$ cat src/rtl/fpwm_pkg.sv
package fpwm_pkg;
  localparam logic [3:0] MODE_FIX_BASE = 4'd5;
  localparam int         NUM_FIX       = 3;
  localparam int         FIX_MIN_BITS  = 8;
  localparam logic [3:0] MODE_ICR      = 4'd14;
  localparam logic [3:0] MODE_OCRA     = 4'd15;

  typedef enum logic [1:0] {
    COM_OFF    = 2'd0,
    COM_RSVD   = 2'd1,
    COM_NONINV = 2'd2,
    COM_INV    = 2'd3
  } com_e;

  localparam int FLG_OVF  = 0;
  localparam int FLG_CMPA = 1;
  localparam int FLG_CMPB = 2;
  localparam int FLG_CAP  = 3;
  localparam int NUM_FLG  = 4;
endpackage

$ cat src/rtl/fpwm_top_sel.sv
module fpwm_top_sel
  import fpwm_pkg::*;
#(
  parameter int W = 16
) (
  input  logic [3:0]   mode_i,
  input  logic [W-1:0] icr_i,
  input  logic [W-1:0] ocra_act_i,
  output logic [W-1:0] top_o,
  output logic [W-1:0] mask_o
);
  always_comb begin
    top_o  = '1;
    mask_o = '1;
    for (int k = 0; k < NUM_FIX; k++) begin
      if (mode_i == 4'(MODE_FIX_BASE + 4'(k))) begin
        top_o  = W'((1 << (FIX_MIN_BITS + k)) - 1);
        mask_o = top_o;
      end
    end
    if (mode_i == MODE_ICR)  top_o = icr_i;
    if (mode_i == MODE_OCRA) top_o = ocra_act_i;
  end
endmodule

$ cat src/rtl/fpwm_counter.sv
module fpwm_counter #(
  parameter int W = 16
) (
  input  logic         clk_i,
  input  logic         rst_ni,
  input  logic         tick_i,
  input  logic [W-1:0] top_i,
  input  logic         cap_mode_i,
  input  logic         clr_ovf_i,
  input  logic         clr_cap_i,
  output logic [W-1:0] cnt_o,
  output logic         top_hit_o,
  output logic         bottom_o,
  output logic         ovf_o,
  output logic         cap_o
);
  logic [W-1:0] cnt_q;
  logic         ovf_q, cap_q;
  logic         at_max;

  assign at_max    = (cnt_q == '1);
  assign top_hit_o = tick_i && (cnt_q == top_i);
  // restart also on a wrap past a missed ceiling
  assign bottom_o  = tick_i && ((cnt_q == top_i) || at_max);

  always_ff @(posedge clk_i or negedge rst_ni) begin
    if (!rst_ni) begin
      cnt_q <= '0;
    end else if (tick_i) begin
      if (cnt_q == top_i) cnt_q <= '0;
      else                cnt_q <= cnt_q + 1'b1;
    end
  end

  always_ff @(posedge clk_i or negedge rst_ni) begin
    if (!rst_ni) begin
      ovf_q <= 1'b0;
      cap_q <= 1'b0;
    end else begin
      if (top_hit_o)      ovf_q <= 1'b1;
      else if (clr_ovf_i) ovf_q <= 1'b0;
      if (top_hit_o && cap_mode_i) cap_q <= 1'b1;
      else if (clr_cap_i)          cap_q <= 1'b0;
    end
  end

  assign cnt_o = cnt_q;
  assign ovf_o = ovf_q;
  assign cap_o = cap_q;
endmodule

$ cat src/rtl/fpwm_channel.sv
module fpwm_channel
  import fpwm_pkg::*;
#(
  parameter int W = 16
) (
  input  logic         clk_i,
  input  logic         rst_ni,
  input  logic         tick_i,
  input  logic         we_i,
  input  logic [W-1:0] wdata_i,
  input  logic [W-1:0] mask_i,
  input  logic [W-1:0] cnt_i,
  input  logic         top_hit_i,
  input  logic         bottom_i,
  input  logic [1:0]   com_i,
  input  logic         clr_i,
  output logic         pwm_o,
  output logic         flag_o,
  output logic [W-1:0] ocr_o
);
  logic [W-1:0] buf_q, act_q;
  logic         wave_q, flag_q, match;

  assign match = tick_i && (cnt_i == act_q);

  always_ff @(posedge clk_i or negedge rst_ni) begin
    if (!rst_ni) begin
      buf_q <= '0;
      act_q <= '0;
    end else begin
      if (we_i)      buf_q <= wdata_i & mask_i;
      if (top_hit_i) act_q <= buf_q;
    end
  end

  always_ff @(posedge clk_i or negedge rst_ni) begin
    if (!rst_ni) begin
      wave_q <= 1'b0;
      flag_q <= 1'b0;
    end else begin
      if (bottom_i)   wave_q <= 1'b1;
      else if (match) wave_q <= 1'b0;
      if (match)      flag_q <= 1'b1;
      else if (clr_i) flag_q <= 1'b0;
    end
  end

  always_comb begin
    unique case (com_e'(com_i))
      COM_NONINV: pwm_o = wave_q;
      COM_INV:    pwm_o = ~wave_q;
      default:    pwm_o = 1'b0;
    endcase
  end

  assign flag_o = flag_q;
  assign ocr_o  = act_q;
endmodule

$ cat src/rtl/fpwm_timer.sv
module fpwm_timer
  import fpwm_pkg::*;
#(
  parameter int W = 16
) (
  input  logic               clk_i,
  input  logic               rst_ni,
  input  logic               tick_i,
  input  logic [3:0]         mode_i,
  input  logic               icr_we_i,
  input  logic               ocra_we_i,
  input  logic               ocrb_we_i,
  input  logic [W-1:0]       wdata_i,
  input  logic [1:0]         com_a_i,
  input  logic [1:0]         com_b_i,
  input  logic [NUM_FLG-1:0] flag_clr_i,
  output logic [W-1:0]       count_o,
  output logic               pwm_a_o,
  output logic               pwm_b_o,
  output logic               ovf_flag_o,
  output logic               cmpa_flag_o,
  output logic               cmpb_flag_o,
  output logic               cap_flag_o
);
  logic [W-1:0] icr_q, top_w, mask_w, ocra_act, ocrb_act, cnt_w;
  logic         top_hit, bottom;

  always_ff @(posedge clk_i or negedge rst_ni) begin
    if (!rst_ni)       icr_q <= '0;
    else if (icr_we_i) icr_q <= wdata_i;
  end

  fpwm_top_sel #(.W(W)) u_top_sel (
    .mode_i     (mode_i),
    .icr_i      (icr_q),
    .ocra_act_i (ocra_act),
    .top_o      (top_w),
    .mask_o     (mask_w)
  );

  fpwm_counter #(.W(W)) u_counter (
    .clk_i      (clk_i),
    .rst_ni     (rst_ni),
    .tick_i     (tick_i),
    .top_i      (top_w),
    .cap_mode_i (mode_i == MODE_ICR),
    .clr_ovf_i  (flag_clr_i[FLG_OVF]),
    .clr_cap_i  (flag_clr_i[FLG_CAP]),
    .cnt_o      (cnt_w),
    .top_hit_o  (top_hit),
    .bottom_o   (bottom),
    .ovf_o      (ovf_flag_o),
    .cap_o      (cap_flag_o)
  );

  fpwm_channel #(.W(W)) u_ch_a (
    .clk_i     (clk_i),
    .rst_ni    (rst_ni),
    .tick_i    (tick_i),
    .we_i      (ocra_we_i),
    .wdata_i   (wdata_i),
    .mask_i    (mask_w),
    .cnt_i     (cnt_w),
    .top_hit_i (top_hit),
    .bottom_i  (bottom),
    .com_i     (com_a_i),
    .clr_i     (flag_clr_i[FLG_CMPA]),
    .pwm_o     (pwm_a_o),
    .flag_o    (cmpa_flag_o),
    .ocr_o     (ocra_act)
  );

  fpwm_channel #(.W(W)) u_ch_b (
    .clk_i     (clk_i),
    .rst_ni    (rst_ni),
    .tick_i    (tick_i),
    .we_i      (ocrb_we_i),
    .wdata_i   (wdata_i),
    .mask_i    (mask_w),
    .cnt_i     (cnt_w),
    .top_hit_i (top_hit),
    .bottom_i  (bottom),
    .com_i     (com_b_i),
    .clr_i     (flag_clr_i[FLG_CMPB]),
    .pwm_o     (pwm_b_o),
    .flag_o    (cmpb_flag_o),
    .ocr_o     (ocrb_act)
  );

  assign count_o = cnt_w;

  logic unused_b;
  assign unused_b = ^ocrb_act;
endmodule

$ cat config.mk
export PLATFORM = sky130hd
export DESIGN_NAME = fpwm_timer
export DESIGN_NICKNAME = d
export VERILOG_FILES = /design/src/rtl/fpwm_pkg.sv /design/src/rtl/fpwm_top_sel.sv /design/src/rtl/fpwm_counter.sv /design/src/rtl/fpwm_channel.sv /design/src/rtl/fpwm_timer.sv
export SDC_FILE = /design/constraint.sdc
export NUM_CORES = 1
export LEC_CHECK = 0
export BUFFER_PORTS_ARGS = -buffer_cell sky130_fd_sc_hd__buf_2
export CORE_ASPECT_RATIO = 2
export CORE_MARGIN = 4
export CORE_UTILIZATION = 55
export CTS_CLUSTER_DIAMETER = 30
export DETAILED_ROUTE_END_ITERATION = 6
export GPL_ROUTABILITY_DRIVEN = 0
export GPL_TIMING_DRIVEN = 0
export HOLD_SLACK_MARGIN = 0.06
export PLACE_DENSITY = 0.73
export SETUP_SLACK_MARGIN = 0.05
export SYNTH_ARGS = -nofsm -noshare
export SYNTH_HDL_FRONTEND = slang
export SYNTH_SLANG_ARGS = --single-unit
$ cat constraint.sdc
create_clock -name clk_i -period 3.4 [get_ports clk_i]
set_clock_uncertainty 0.2 [all_clocks]
set_input_delay 0.51 -clock clk_i [delete_from_list [all_inputs] [get_ports clk_i]]
set_output_delay 0.51 -clock clk_i [all_outputs]
set_load 0.02 [all_outputs]
==> reports/results.txt, run 1 <==
Most used DFF post-synth - dfrtp_1
Post-Synth XOR/XNOR Area - 9.05%
Routed length per placed instance - 18.7 um
CTS sink cnt - 102
Final setup vio count - 0
Leading area contributor after synthesis - dfrtp_1
Fmax - 307 MHz
DR iter-0 viols - 202
Critical Path RT - 3420 ps
Switching share of power - 29.4%
Startpoint types - input port
Inserted Clock Buffers - 9
Post-synth EDFFs - 0
CP endpoint kind - flip-flop
Drt via density - 5.85
Multiplexer share of the synthesized area - 18.4%
Clock share of power - 32.5%
Die Height - 145 um
Multi-input logic area - 0.00232 mm^2
Clock slew at reported path FFs - 70 ps
Synth Area in Compound Gates - 7.17%
DR pass1 iterations - 4
Area added between synthesis and finish - 14.1%
Logic pwr share - 22.1%
Syn_nets - 480
Antenna violation net count after detailed routing - 0
Final Hold Viols - 0
Most area-consuming cells after synthesis - dfrtp_1, mux2_2, xnor2_1
Core Util, Final - 64.5%
Core area - 0.00907 mm^2
DIE AREA - 0.0110 mm^2
Core Rows - 49
Pwr Density - 511 mW/mm^2
Worst Path Arrival - 3280 ps
Max clock buf depth - 2
Share of cells above drive strength 1 - 31.0%
Post-synthesis cell type count - 50
Placed insts - 601
Post-detail-place hpwl - 8720 um
Cells after Synth - 445
GR Overflow Total - 0
Slew at the pin with the worst max-slew slack - 862 ps
Seq/Total Area, Yosys - 49.7%
Synthesized cell area - 0.00513 mm^2
Total GRT Usage - 22.5%
Fin crit share - 95.7%
Post-Layout Cell Count - 618
HP Class - input port to flip-flop
Max-slew headroom - 42.5%
I/O Buffers - 53
Most common cell after layout, fill and taps aside - dfrtp_1
Largest net degree at the start of global routing - 76
Net Switching - 0.879 mW
YS warnings - 0
DRC viols - 0
Number of vias after detailed routing - 3,615
Initial antenna violation count - 0
Commonest non-fill, non-tap cells in the layout - dfrtp_1, mux2_2, buf_2
RSZ-0062 raised after global routing - no
CTS tree - built
Max Slew Vio Count - 0
Synth Area per Inst - 11.5 um^2
Post-route cell area - 0.00585 mm^2
Int Power - 2.11 mW
Layout fillers - 744
Hold_ws - 153 ps
CP Max Fanout - 10
Fin nets - 546
Placed inst area - 0.00555 mm^2
Post-layout min period - 3250 ps
Post-synthesis adder-cell area fraction - 0.244%
Total power - 2.99 mW
Antenna diode count - 0
Sequential Power Share - 45.4%
Skew-Pair Late Insertion Delay - 340 ps
Largest family of logic cells by synthesized area - multiplexers
Post-synth ARST share - 100%
P_leak - 2.66 nW
Max H-tree Level - 3
Starting density of the core - 56.5%
Max cap viols - 0
Register area - 0.00255 mm^2
Root buf cell - clkbuf_16
Maximum vdd ir drop - 298 uV
Die X - 76.3 um
# Post-CTS Setup Buffers - 0
Post-Route WL - 11,600 um
Top cell type's share of synthesized area - 49.7%
Synth Area in Simple Gates - 10.2%
I/O Pins - 56
Number of global-route vias before repair - 3,747
First-pass GRT wire length - 19,100 um
Status - complete, no violations
Flops & latches, synth - 102
WS Path Type - input port to flip-flop
path summary, 6_finish.rpt:
check / from / end / slack (ps) / cells past startpoint
setup / recovery: mode_i[0] / u_ch_a.ocr_o[8]$_DFFE_PN0P_ / 150 / 11
hold / removal: flag_clr_i[1] / u_ch_a.flag_o$_DFFE_PN0P_ / 150 / 2
setup reg to reg: u_counter.cnt_o[10]$_DFFE_PN0P_ / u_ch_a.ocr_o[8]$_DFFE_PN0P_ / 290 / 10
hold reg to reg: u_counter.ovf_o$_DFFE_PN0P_ / u_counter.ovf_o$_DFFE_PN0P_ / 280 / 1
max in group asynchronous: rst_ni / u_counter.cnt_o[4]$_DFFE_PN0P_ / 1880 / 3
min in group asynchronous: rst_ni / icr_q[8]$_DFFE_PN0P_ / 430 / 2
registers in the layout, summed over array words and instances (netlist names):
| name | cells |
|---|---|
| icr_q | 16 |
| u_counter.cap_o | 1 |
| u_ch_a.flag_o | 1 |
| u_counter.cnt_o | 16 |
| u_counter.ovf_o | 1 |
| u_ch_a.wave_q | 1 |
| u_ch_b.buf_q | 16 |
| u_ch_a.buf_q | 16 |
| u_ch_b.ocr_o | 16 |
| u_ch_a.ocr_o | 16 |
| u_ch_b.wave_q | 1 |
| u_ch_b.flag_o | 1 |
metal layers:
layer / GRT usage, % / vias to the layer above / routed length (um)
li1: - / 1678 / -
met1: 25.1 / 1792 / 4370
met2: 40.3 / 109 / 6180
met3: 3.43 / 36 / 461
met4: 14.1 / 0 / 571
met5: 0 / - / 0
through the flow:
stage               TNS [ps]  worst slack (ps)
global placement       -5970              -224
floorplan                  0               380
finish                     0               146
global route               0              60.4
detailed placement     -8950              -295
CTS                        0              52.7
cell usage after synthesis, drive strengths merged (4+ instances only):
| cell type | n |
|---|---|
| nand2 | 14 |
| nand3 | 27 |
| nor3 | 6 |
| nor2 | 15 |
| mux2 | 70 |
| and2 | 4 |
| buf | 14 |
| xor2 | 10 |
| mux2i | 13 |
| nand4 | 8 |
| inv | 21 |
| o22ai | 5 |
| xnor2 | 43 |
| a32oi | 5 |
| and3 | 5 |
| o21ai | 18 |
| dfrtp | 102 |
| clkbuf | 19 |
| a21oi | 8 |
| nand3b | 5 |
logic make-up (layout without fill, tap and decap cells):
kind of cell,after synthesis,after routing
fa+ha+maj,1,1
xor+xnor,53,53
compound gates,53,53
simple gates,99,99
flops,102,102
mux,83,83
buf+inv,54,125
cell type report:
cell class                      instances  share of cell area (%)
Sequential cell                       102                    43.6
Multi-Input combinational cell        289                    39.6
Timing Repair Buffer                   55                    5.21
Clock buffer                           11                    4.32
Buffer                                 33                    3.21
Tap cell                              102                    2.18
Inverter                               21                    1.35
Clock inverter                          5                   0.556
worst max-delay path: stages:
cell and delay [ps]:
buf_2 170, buf_6 190, mux2i_1 300, a21oi_1 130
o41ai_2 380, nand4_1 190, a2111oi_4 460, and3_4 300
buf_6 170, buf_12 150, mux2_4 300
power groups by stage:
stage	Sequential (mW)	Clock [mW]	Combinational, mW
after floorplan	1.41	0	0.413
after global placement	1.38	0	0.633
after detailed placement	1.38	0	0.650
after CTS	1.36	0.986	0.656
after global routing	1.37	1.04	0.719
final	1.36	0.973	0.660
repair_timing:
action | CTS | global route
gates resized for setup | 0 | 1
hold buffers | 1 | 0
endpoints found under the setup margin | 0 | 35
hold endpoints to repair | 27 | 0
(Power assumes the default switching activity.)
==> run 2: changes to the inputs <==
--- a/config.mk
+++ b/config.mk
@@ -8,14 +8,14 @@
 export BUFFER_PORTS_ARGS = -buffer_cell sky130_fd_sc_hd__buf_2
 export CORE_ASPECT_RATIO = 2
 export CORE_MARGIN = 4
-export CORE_UTILIZATION = 55
+export CORE_UTILIZATION = 35
 export CTS_CLUSTER_DIAMETER = 30
 export DETAILED_ROUTE_END_ITERATION = 6
 export GPL_ROUTABILITY_DRIVEN = 0
 export GPL_TIMING_DRIVEN = 0
 export HOLD_SLACK_MARGIN = 0.06
-export PLACE_DENSITY = 0.73
-export SETUP_SLACK_MARGIN = 0.05
+export PLACE_DENSITY = 0.5
+export SETUP_SLACK_MARGIN = 0.5
 export SYNTH_ARGS = -nofsm -noshare
 export SYNTH_HDL_FRONTEND = slang
 export SYNTH_SLANG_ARGS = --single-unit
==> reports/results.txt, run 2 (synthesis gave the netlist of run 1 again) <==
Status - complete, no violations
Commonest non-fill, non-tap cells in the layout - dfrtp_1, mux2_2, buf_2
I/O Buffers - 53
Root buf cell - clkbuf_16
Post-Layout Cell Count - 720
Share of cells above drive strength 1 - 36.6%
Clock slew at reported path FFs - 60 ps
Area added between synthesis and finish - 21.3%
Core Rows - 62
CP Max Fanout - 8
CTS sink cnt - 102
Max H-tree Level - 3
RR Startpoint - u_counter.cnt_o[10]$_DFFE_PN0P_
Switching share of power - 30.2%
WS Path Type - input port to flip-flop
Sequential Power Share - 45.1%
CTS tree - built
Int Power - 2.11 mW
Initial antenna violation count - 0
Crit path to - u_ch_a.ocr_o[9]$_DFFE_PN0P_
Die X - 93.6 um
Number of vias after detailed routing - 3,602
GR Overflow Total - 0
DIE AREA - 0.0168 mm^2
Post-route setup slack - 590 ps
Die Height - 179 um
Fin crit share - 82.7%
R2R Setup Slk - 610 ps
Routed length per placed instance - 18.6 um
DRC viols - 0
I/O Pins - 56
Max clock buf depth - 2
Final Hold Viols - 0
Net Switching - 0.910 mW
Antenna violation net count after detailed routing - 0
Fmax - 356 MHz
Post-route cell area - 0.00623 mm^2
R2R depth - 11
Drt via density - 5.00
Worst Path Arrival - 2830 ps
Max Slew Vio Count - 0
First-pass GRT wire length - 21,100 um
R2R Path End - u_ch_a.ocr_o[9]$_DFFE_PN0P_
Logic pwr share - 23.1%
Inserted Clock Buffers - 9
Post-layout min period - 2810 ps
CP endpoint kind - flip-flop
Critical-path cell list - buf_12, buf_12, buf_4, mux2i_2, xnor2_1, o22ai_1, a32oi_1, a2111oi_4, buf_4, and3_4, buf_12, buf_12, mux2_4
Worst path most repeated cell - buf_12
Total power - 3.02 mW
Placed inst area - 0.00567 mm^2
Clock share of power - 31.8%
Hold depth - 2
P_leak - 2.75 nW
DP Worst Slack - -257 ps
Fin nets - 558
Starting density of the core - 35.8%
Antenna diode count - 0
DR pass1 iterations - 4
DR iter-0 viols - 102
Slowest cell on the critical path - a2111oi_4
Max cap viols - 0
Critical Path Max Stage Delay - 310 ps
Pwr Density - 484 mW/mm^2
Post-detail-place hpwl - 9990 um
HP Class - input port to flip-flop
Startpoint types - input port
Most common cell after layout, fill and taps aside - dfrtp_1
Core area - 0.0144 mm^2
Maximum vdd ir drop - 238 uV
Max-slew headroom - 40.2%
Number of global-route vias before repair - 3,878
Critical Path RT - 3420 ps
RSZ-0062 raised after global routing - yes
Hold_ws - 155 ps
Post-Route WL - 13,400 um
Slew at the pin with the worst max-slew slack - 897 ps
Placed insts - 691
Largest net degree at the start of global routing - 68
Skew-Pair Late Insertion Delay - 350 ps
Final setup vio count - 0
Critical path startpoint - mode_i[0]
Total GRT Usage - 16.9%
## run 2: changes by cell type in the layout (fill, tap and decap cells not counted), moves of 4 or more
| cell | change |
|---|---|
| buf_12 | +4 |
| buf_4 | +8 |
| clkbuf_1 | -5 |
| mux2i_1 | -5 |
| mux2i_4 | +4 |
## run 2: layer usage
metal | up-vias | wire (um) | GRT usage (%)
li1 | 1704 | - | -
met1 | 1814 | 5070 | 17.9
met2 | 65 | 7550 | 32.2
met3 | 19 | 360 | 2.65
met4 | 0 | 391 | 7.47
met5 | - | 0 | 0
## run 2: area by class of cell
class,instances,area (um^2)
Fill cell,1409,8130
Inverter,21,78.8
Timing Repair Buffer,67,423
Clock inverter,6,37.5
Multi-Input combinational cell,289,2420
Tap cell,192,240
Clock buffer,10,239
Buffer,33,231
Sequential cell,102,2550
## run 2: worst max-delay path, delay by kind of cell
kind	cells	cell delay, ps
buffers and inverters	6	850
and+or+nand+nor	1	220
xor gates and xnor gates	1	100
AOI/OAI and AO/OA	3	610
muxes	2	520
## run 2: metrics by stage
stage / setup TNS [ps] / utilization [%]
2_1_floorplan: 0 / -
6_report: 0 / 43.4
3_5_place_dp: -7390 / 39.5
5_1_grt: 0 / 43.4
3_3_place_gp: -4400 / 39.3
4_1_cts: 0 / 42.9
## run 2: worst min path at each step
| stage | slack, ps | startpoint | endpoint |
|---|---|---|---|
| finish | 150 | flag_clr_i[2] | u_ch_b.flag_o$_DFFE_PN0P_ |
| global route | 170 | flag_clr_i[2] | u_ch_b.flag_o$_DFFE_PN0P_ |
| floorplan | 10 | rst_ni | icr_q[0]$_DFFE_PN0P_ |
| detailed placement | 260 | u_counter.ovf_o$_DFFE_PN0P_ | u_counter.ovf_o$_DFFE_PN0P_ |
| CTS | 150 | flag_clr_i[2] | u_ch_b.flag_o$_DFFE_PN0P_ |
| global placement | 260 | u_counter.ovf_o$_DFFE_PN0P_ | u_counter.ovf_o$_DFFE_PN0P_ |
## run 2: repair_timing
action | 4_1_cts | 5_1_grt
hold endpoints to repair | 35 | 0
pin swaps | 6 | 4
hold buffers | 1 | 0
buffers inserted | 9 | 3
endpoints found under the setup margin | 48 | 44
resized for setup | 27 | 15
## run 2: power groups by stage
stage	Sequential, mW	Clock [mW]	Combinational, mW
3_3_place_gp	1.38	0	0.658
4_1_cts	1.36	0.992	0.694
6_report	1.36	0.960	0.696
5_1_grt	1.37	1.04	0.760
2_1_floorplan	1.41	0	0.415
3_5_place_dp	1.38	0	0.676
